`src/rtl/tmr_pkg.sv`:
```
package tmr_pkg;

    localparam int DATA_W = 32;
    localparam int IRQ_N  = 6;

    typedef enum int {
        IRQ_HI_N = 0,
        IRQ_HI   = 1,
        IRQ_LO_N = 2,
        IRQ_LO   = 3,
        IRQ_CMP  = 4,
        IRQ_CMP2 = 5
    } irq_idx_e;

    localparam logic [DATA_W-1:0] ADDR_COUNT = 32'hF000_0050;
    localparam logic [DATA_W-1:0] ADDR_CMP   = 32'hF000_0060;
    localparam logic [DATA_W-1:0] ADDR_CMP2  = 32'hF000_0070;

endpackage

```
`src/rtl/tmr_counter.sv`:
```
module tmr_counter #(
    parameter int W = 32
) (
    input  logic         clk,
    input  logic         rst_n,
    output logic [W-1:0] cnt_o
);

    typedef struct packed {
        logic [W-1:0] cnt;
    } cnt_state_t;

    cnt_state_t st_d, st_q;

    always_comb begin
        st_d     = st_q;
        st_d.cnt = st_q.cnt + 1'b1;
    end

    always_ff @(posedge clk or negedge rst_n) begin
        if (!rst_n) st_q <= '0;
        else        st_q <= st_d;
    end

    assign cnt_o = st_q.cnt;


    cnt_step_chk: assert property (@(posedge clk) disable iff (!rst_n)
        $past(rst_n) |-> (cnt_o == W'($past(cnt_o) + 1'b1)));

endmodule

```
`src/rtl/tmr_compare.sv`:
```
module tmr_compare #(
    parameter int CMP_W  = 32,
    parameter int DATA_W = 32
) (
    input  logic              clk,
    input  logic              rst_n,
    input  logic              wr_en,
    input  logic [CMP_W-1:0]  wr_val,
    input  logic [CMP_W-1:0]  cnt_lo,
    output logic [DATA_W-1:0] val_o,
    output logic              flag_o
);

    typedef struct packed {
        logic [CMP_W-1:0] val;
        logic             flag;
    } cmp_state_t;

    cmp_state_t st_d, st_q;
    logic       hit;

    always_comb begin
        hit  = (st_q.val == cnt_lo);
        st_d = st_q;
        if (hit) st_d.flag = 1'b1;
        if (wr_en) begin
            st_d.val  = wr_val;
            st_d.flag = 1'b0;
        end
    end

    always_ff @(posedge clk or negedge rst_n) begin
        if (!rst_n) st_q <= '0;
        else        st_q <= st_d;
    end

    assign val_o  = DATA_W'(st_q.val);
    assign flag_o = st_q.flag;


    wr_clears_chk: assert property (@(posedge clk) disable iff (!rst_n)
        wr_en |=> !flag_o);


    flag_sticky_chk: assert property (@(posedge clk) disable iff (!rst_n)
        (flag_o && !wr_en) |=> flag_o);


    match_sets_chk: assert property (@(posedge clk) disable iff (!rst_n)
        (!wr_en && (val_o[CMP_W-1:0] == cnt_lo)) |=> flag_o);


    wr_loads_chk: assert property (@(posedge clk) disable iff (!rst_n)
        wr_en |=> (val_o == DATA_W'($past(wr_val))));

endmodule

```
`src/rtl/tmr_irq_map.sv`:
```
module tmr_irq_map
    import tmr_pkg::*;
(
    input  logic             tap_hi,
    input  logic             tap_lo,
    input  logic             cmp_flag,
    input  logic             cmp2_flag,
    output logic [IRQ_N-1:0] irq_o
);

    always_comb begin
        irq_o           = '0;
        irq_o[IRQ_HI_N] = ~tap_hi;
        irq_o[IRQ_HI]   =  tap_hi;
        irq_o[IRQ_LO_N] = ~tap_lo;
        irq_o[IRQ_LO]   =  tap_lo;
        irq_o[IRQ_CMP]  =  cmp_flag;
        irq_o[IRQ_CMP2] =  cmp2_flag;
    end

endmodule

```
`src/rtl/tmr_top.sv`:
```
module tmr_top
    import tmr_pkg::*;
#(
    parameter int CMP_W  = 32,
    parameter int CMP2_W = 24,
    parameter int TAP_HI = 18,
    parameter int TAP_LO = 16
) (
    input  logic              clk,
    input  logic              rst_n,
    input  logic [DATA_W-1:0] bus_addr,
    input  logic [DATA_W-1:0] bus_wdata,
    input  logic              bus_we,
    output logic [DATA_W-1:0] bus_rdata,
    output logic [IRQ_N-1:0]  irq_o
);

    localparam int N_CMP = 2;

    logic [DATA_W-1:0] cnt;
    logic [N_CMP-1:0]  cmp_wr;
    logic [N_CMP-1:0]  cmp_flag;
    logic [DATA_W-1:0] cmp_val [N_CMP];

    tmr_counter #(.W(DATA_W)) u_counter (
        .clk   (clk),
        .rst_n (rst_n),
        .cnt_o (cnt)
    );

    for (genvar g = 0; g < N_CMP; g++) begin : g_cmp
        localparam int CW = (g == 0) ? CMP_W : CMP2_W;
        localparam logic [DATA_W-1:0] MY_ADDR = (g == 0) ? ADDR_CMP : ADDR_CMP2;

        assign cmp_wr[g] = bus_we && (bus_addr == MY_ADDR);

        tmr_compare #(.CMP_W(CW), .DATA_W(DATA_W)) u_cmp (
            .clk    (clk),
            .rst_n  (rst_n),
            .wr_en  (cmp_wr[g]),
            .wr_val (bus_wdata[CW-1:0]),
            .cnt_lo (cnt[CW-1:0]),
            .val_o  (cmp_val[g]),
            .flag_o (cmp_flag[g])
        );
    end

    tmr_irq_map u_irq (
        .tap_hi    (cnt[TAP_HI]),
        .tap_lo    (cnt[TAP_LO]),
        .cmp_flag  (cmp_flag[0]),
        .cmp2_flag (cmp_flag[1]),
        .irq_o     (irq_o)
    );

    always_comb begin
        case (bus_addr)
            ADDR_COUNT: bus_rdata = cnt;
            ADDR_CMP:   bus_rdata = cmp_val[0];
            ADDR_CMP2:  bus_rdata = cmp_val[1];
            default:    bus_rdata = '0;
        endcase
    end


    cnt_wr_ignored_chk: assert property (@(posedge clk) disable iff (!rst_n)
        (bus_we && (bus_addr == ADDR_COUNT)) |=> (cnt == DATA_W'($past(cnt) + 1'b1)));


    unmapped_zero_chk: assert property (@(posedge clk) disable iff (!rst_n)
        ((bus_addr != ADDR_COUNT) && (bus_addr != ADDR_CMP) && (bus_addr != ADDR_CMP2))
        |-> (bus_rdata == '0));

    if (CMP2_W < DATA_W) begin : g_cmp2_hi

        cmp2_upper_zero_chk: assert property (@(posedge clk) disable iff (!rst_n)
            (bus_addr == ADDR_CMP2) |-> (bus_rdata[DATA_W-1:CMP2_W] == '0));
    end

endmodule

```
`config.mk`:
```
export PLATFORM = sky130hd
export DESIGN_NAME = tmr_top
export DESIGN_NICKNAME = d
export VERILOG_FILES = /design/src/rtl/tmr_pkg.sv /design/src/rtl/tmr_counter.sv /design/src/rtl/tmr_compare.sv /design/src/rtl/tmr_irq_map.sv /design/src/rtl/tmr_top.sv
export SDC_FILE = /design/constraint.sdc
export NUM_CORES = 1
export LEC_CHECK = 0
export BUFFER_PORTS_ARGS = -buffer_cell sky130_fd_sc_hd__buf_2
export CAP_MARGIN = 20
export CORE_MARGIN = 5
export CORE_UTILIZATION = 60
export DETAILED_ROUTE_END_ITERATION = 12
export PLACE_DENSITY_LB_ADDON = 0.25
export SLEW_MARGIN = 20
export SYNTH_ARGS = -nofsm -noshare
export SYNTH_HDL_FRONTEND = slang
export SYNTH_SLANG_ARGS = --single-unit
export TNS_END_PERCENT = 1
```
`constraint.sdc`:
```
create_clock -name clk -period 3.5 [get_ports clk]
set_input_delay 0.7 -clock clk [delete_from_list [all_inputs] [get_ports clk]]
set_output_delay 0.7 -clock clk [all_outputs]
set_load 0.02 [all_outputs]
```
### After elaboration in Yosys (flattened, before gate mapping)

Index checks and enable logic that the tools add are counted.

| word-level totals | value |
|---|---|
| word-level logic and storage cells | 22 |
| register bits | 90 |
| output and inout bits | 38 |
| input port bits | 67 |

| operators by class | value |
|---|---|
| bitwise operators | 2 |
| $add $sub $neg | 1 |
| muxes and demuxes | 5 |
| equal/unequal tests | 5 |
| reduce and logical (&&, ||, !) cells | 4 |

Operators by type and width:

| operator | number |
|---|---|
| 32-bit equality test, second input constant | 3 |
| 32-bit one-hot mux with 3 select lines | 1 |
| 32-bit by 1-bit adder with 32-bit output, second input constant | 1 |
| 32-bit equality test | 1 |
| 24-bit equality test | 1 |
| 1-bit 2-to-1 mux | 4 |
| 2-bit nonzero test | 2 |
| 1-bit logical AND | 2 |
| 1-bit NOT | 2 |

### Depth between registers and ports, before layout

| depth | value |
|---|---|
| depth after elaboration | 3 |
| gate-level depth with buffers | 7 |
| depth with buffers taken out | 5 |

### By module

Synthesis repeated with hierarchy kept, for this count alone.

| unflattened totals | value |
|---|---|
| cell total of the unflattened synthesis | 471 |
| area, all modules | 5551.6 sq um |

By module, submodules not included:

| module | times used | area an instance (sq um) | cells an instance | sequential area each (sq um) |
|---|---|---|---|---|
| tmr_compare at g_cmp[0].u_cmp | 1 | 1557.7 | 113 | 825.8 |
| tmr_counter | 1 | 1478.9 | 127 | 800.8 |
| tmr_compare at g_cmp[1].u_cmp | 1 | 1276.2 | 96 | 625.6 |
| tmr_top | 1 | 1201.2 | 129 | 0.0 |
| tmr_irq_map | 1 | 37.5 | 6 | 0.0 |

### Worst setup path after synthesis

No wires, ideal clock.

| path | value |
|---|---|
| kind | input to output |
| from | input port bus_addr[3] |
| to | output port bus_rdata[0] |
| stages | 5 |
| buffers on the path | 1 |
| path slack | 0.492 ns |
| arrival time | 2.308 ns |
| data required time | 2.800 ns |
| cell sequence | or4b_2 -> nor4_2 -> nand3_1 -> clkbuf_1 -> nor2_1 |

| between the ends | value |
|---|---|
| word-level cells in the longest chain between the ends | 2 |
| elaborated cells between the ends (all ways) | 4 |
| those cells by class | eq/ne: 3; mux: 1 |

Ends and longest elaborated chain:

| element | RTL line | source |
|---|---|---|
| start, declared | tmr_top.sv:11 | `input logic [DATA_W-1:0] bus_addr,` |
| 32-bit equality test | tmr_top.sv:57 | `case (bus_addr)` |
| 32-bit one-hot mux with 3 select lines (*) | tmr_top.sv:57 |  |
| end, declared | tmr_top.sv:14 | `output logic [DATA_W-1:0] bus_rdata,` |

Every way passes the cells marked *; elsewhere a longest branch is shown, timed or not.

### Worst setup path in the final report

| path | value |
|---|---|
| from | input port bus_addr[3] |
| to | output port bus_rdata[2] |

Same word-level chain as after synthesis.

==> impl_metrics.csv <==
group,metric,value,unit
outcome,outcome,"finished, final reports clean",
critical_path,critical_path_required,2800,ps
sta,number_of_setup_violations_in_the_final_report,0,
global_routing,first_pass_grt_wire_length,19.9,mm
sta,worst_clock_skew,8.92,ps
die,placementRows,33,
route,via_count,3912,
synthesis,synth_fp_nets,573,
synthesis,synth.yosys.seq_area_share,43.8,%
finish,combined_area_of_the_multi_input_logic_cells,0.00265,mm²
global_routing,overflow,0,
synthesis,synth_area,0.00514,mm²
die,placeableCoreArea,0.00830,mm²
synthesis,synthMostInstantiatedCell,"dfrtp_1",
cts,numClockSinks,90,
route,detail_route.vias_per_cell,5.66,
finish,layout.nets,649,
cts,cts-buffers-inserted,9,
sta,max_freq,317,MHz
synthesis,synth_area_leader_cell,"dfrtp_1",
synthesis,netlist-cell-type-count,33,
route,detail_route.wirelength,12.1,mm
die,boundaryPins,105,
finish,layout_area_growth_over_synthesis,13.6,%
global_routing,globalRouteTotalUtil,24.2,%
cts,cts.clk_slew.worst_paths,90,ps
critical_path,crit_fanout,32,
sta,tightestPinTransition,684,ps
critical_path,timing.critical_path.arrival,2450,ps
finish,seqCellArea,0.00225,mm²
synthesis,biggest_area_contributors_in_the_synthesized_netlist,"dfrtp_1 44%, mux2_2 17%, xnor2_1 12%",
critical_path,type_of_the_worst_setup_path,"in -> out",
route,initialDrtViolationCount,166,
route,post_drt_wl_per_cell,17.5,µm
synthesis,synth-warning-count,0,
power_and_ir_drop,power_density,311,mW/mm²
synthesis,syn_inst,505,
flow_run,max-cap-violations,0,
sta,slew_headroom,54.0,%
cts,htreeDepth,3,
cts,postCtsSetupRepairBufs,0,
critical_path,worst_setup_path_end_kind,"output pin",
sta,hold_violations,0,
synthesis,synth.top_cell.area_share,43.8,%
sta,finalWorstPathRequiredPeriod,3150,ps
power_and_ir_drop,p_leak,0.00275,µW
global_routing,first_global_vias,4047,
route,drt_drc_violations_left,0,
worst_hold_path,hp_class,"in -> async",
placed_design,numPortBuffers,104,
global_routing,grt_antenna_before_repair,0,
placed_design,global_placer_s_final_weighted_congestion,0.838,
sta,setup_tns,0,ps
cts,tritoncts,"built",
die,die_h,103,µm
cts,ctsResizeCount,0,
route,dr.pass1.iters,4,
finish,fillers,624,
cts,cts_root_buf,"clkbuf_8",
sta,grt_setup_unrepaired,"false",
route,postRouteAntennaNets,0,
finish,final_layout_size_suffix_gt1_share,35.7,%
synthesis,synth.ff_latch_count,90,
critical_path,cp-start-kind,"primary input",
finish,final_util,70.3,%
die,start_util,61.9,%
placed_design,detailed_place_hpwl,8.88,mm
synthesis,avgSynthCellArea,10.2,µm²
sta,final_max_slew_viol_count,0,
finish,antenna_cells,0,
cts,clkLatencyLatePin,360,ps
cts,hold_buffer_count_at_cts,0,
synthesis,synth-main-ff-cell,"dfrtp_1",
power_and_ir_drop,vdd_drop_max,0.149,mV
die,die_width,103,µm
synthesis,edff_count_synth,0,
cts,ctsLongestPathBuffers,2,
synthesis,post_synthesis_async_set_or_reset_flop_share,100,%
global_routing,grt_start_max_net_pins,46,
synthesis,synth_commonest_cells,"90 x dfrtp_1, 77 x mux2_2, 72 x xnor2_1",
sta,fin_crit_sh,90.1,%
die,design.die.area,0.0105,mm²
==> cell usage in the layout (no fill, tap or decap), types with 2 or more instances in the layout <==
cell type	Yosys	final
nor4_1	5	5
nand2_1	38	38
nor3_1	3	3
and3_1	5	5
or4_1	5	5
clkinv_2	0	2
dfrtp_1	90	90
xnor2_1	72	72
mux2_2	77	77
nor2b_1	2	2
mux2_1	3	3
nand3_1	15	15
nor2_1	66	66
nand4_1	15	15
xor2_1	14	14
clkinvlp_4	0	2
a22oi_1	8	8
inv_1	4	4
clkbuf_8	0	12
buf_2	0	103
buf_12	0	2
a21oi_1	25	25
buf_4	4	6
==> cell type report <==
type	count	area share, %
clock buffer	12	2.83
clock inverter	4	0.429
inverter	4	0.257
multi-input combinational	365	45.3
sequential	90	38.6
tap	105	2.25
timing repair buffer	111	10.3
==> metal layers <==
metal / part of all wire (%) / vias to the layer above / track usage (%)
met2: 48 / 130 / 38.8
met3: 6.2 / 17 / 4.40
li1: - / 1850 / -
met4: 1.5 / 0 / 7.67
met1: 44 / 1915 / 33.6
met5: 0 / - / 0
==> per-stage QoR <==
stage | worst slack [ps] | instance area, µm² | instances | power (µW) | hold slack [ps]
6_report | 347 | 5830 | 691 | 1810 | 312
5_1_grt | 210 | 5830 | 691 | 1880 | 352
4_1_cts | 325 | 5830 | 691 | 1820 | 324
3_5_place_dp | 328 | 5640 | 675 | 1160 | 505
3_3_place_gp | 413 | 5640 | 675 | 1160 | 489
2_1_floorplan | 492 | 5140 | 505 | 1090 | 404
==> state kept, by name, indices dropped and copies added (netlist names) <==
register	flops
u_counter.cnt_o	32
g_cmp.u_cmp.flag_o	2
g_cmp.u_cmp.val_o	56
==> cell families (layout without fill, tap and decap cells) <==
kind of cell | after synthesis | count (layout) | synth area share, %
muxes | 80 | 80 | 17.5
adders and majority gates | 1 | 1 | 0.244
DFF | 90 | 90 | 43.8
and+or+nand+nor | 164 | 164 | 15.3
buffers and inverters | 50 | 131 | 4.68
AOI/OAI and AO/OA | 34 | 34 | 3.73
xor gates and xnor gates | 86 | 86 | 14.7
==> report_power, final <==
group          internal (µW)  total (µW)  switching, µW
Combinational           39.2        98.9           59.6
Sequential              1040        1040     0.00000606
Clock                    314         675            361
Total                   1390        1810            421
==> path summary, 6_finish.rpt <==
path	from	endpoint	slack (ps)	depth (start not counted)
min in group clk	u_counter.cnt_o[31]	u_counter.cnt_o[31]	530	1
worst max-delay path	bus_addr[3]	bus_rdata[2]	350	7
worst max register to register	u_counter.cnt_o[13]	u_counter.cnt_o[25]	1180	5
worst min register to register	u_counter.cnt_o[31]	u_counter.cnt_o[31]	530	1
worst min-delay path	rst_n	g_cmp[0].u_cmp.val_o[15]	310	1
max in group asynchronous	rst_n	u_counter.cnt_o[20]	2420	2
==> worst max-delay path, stage by stage <==
cell     delay (ps)
buf_2           100
or4b_2          680
nor4_2          240
nand3_1         110
buf_4           270
nor2_1          170
buf_2           180
Note: power is estimated with default switching activity, not from simulation.
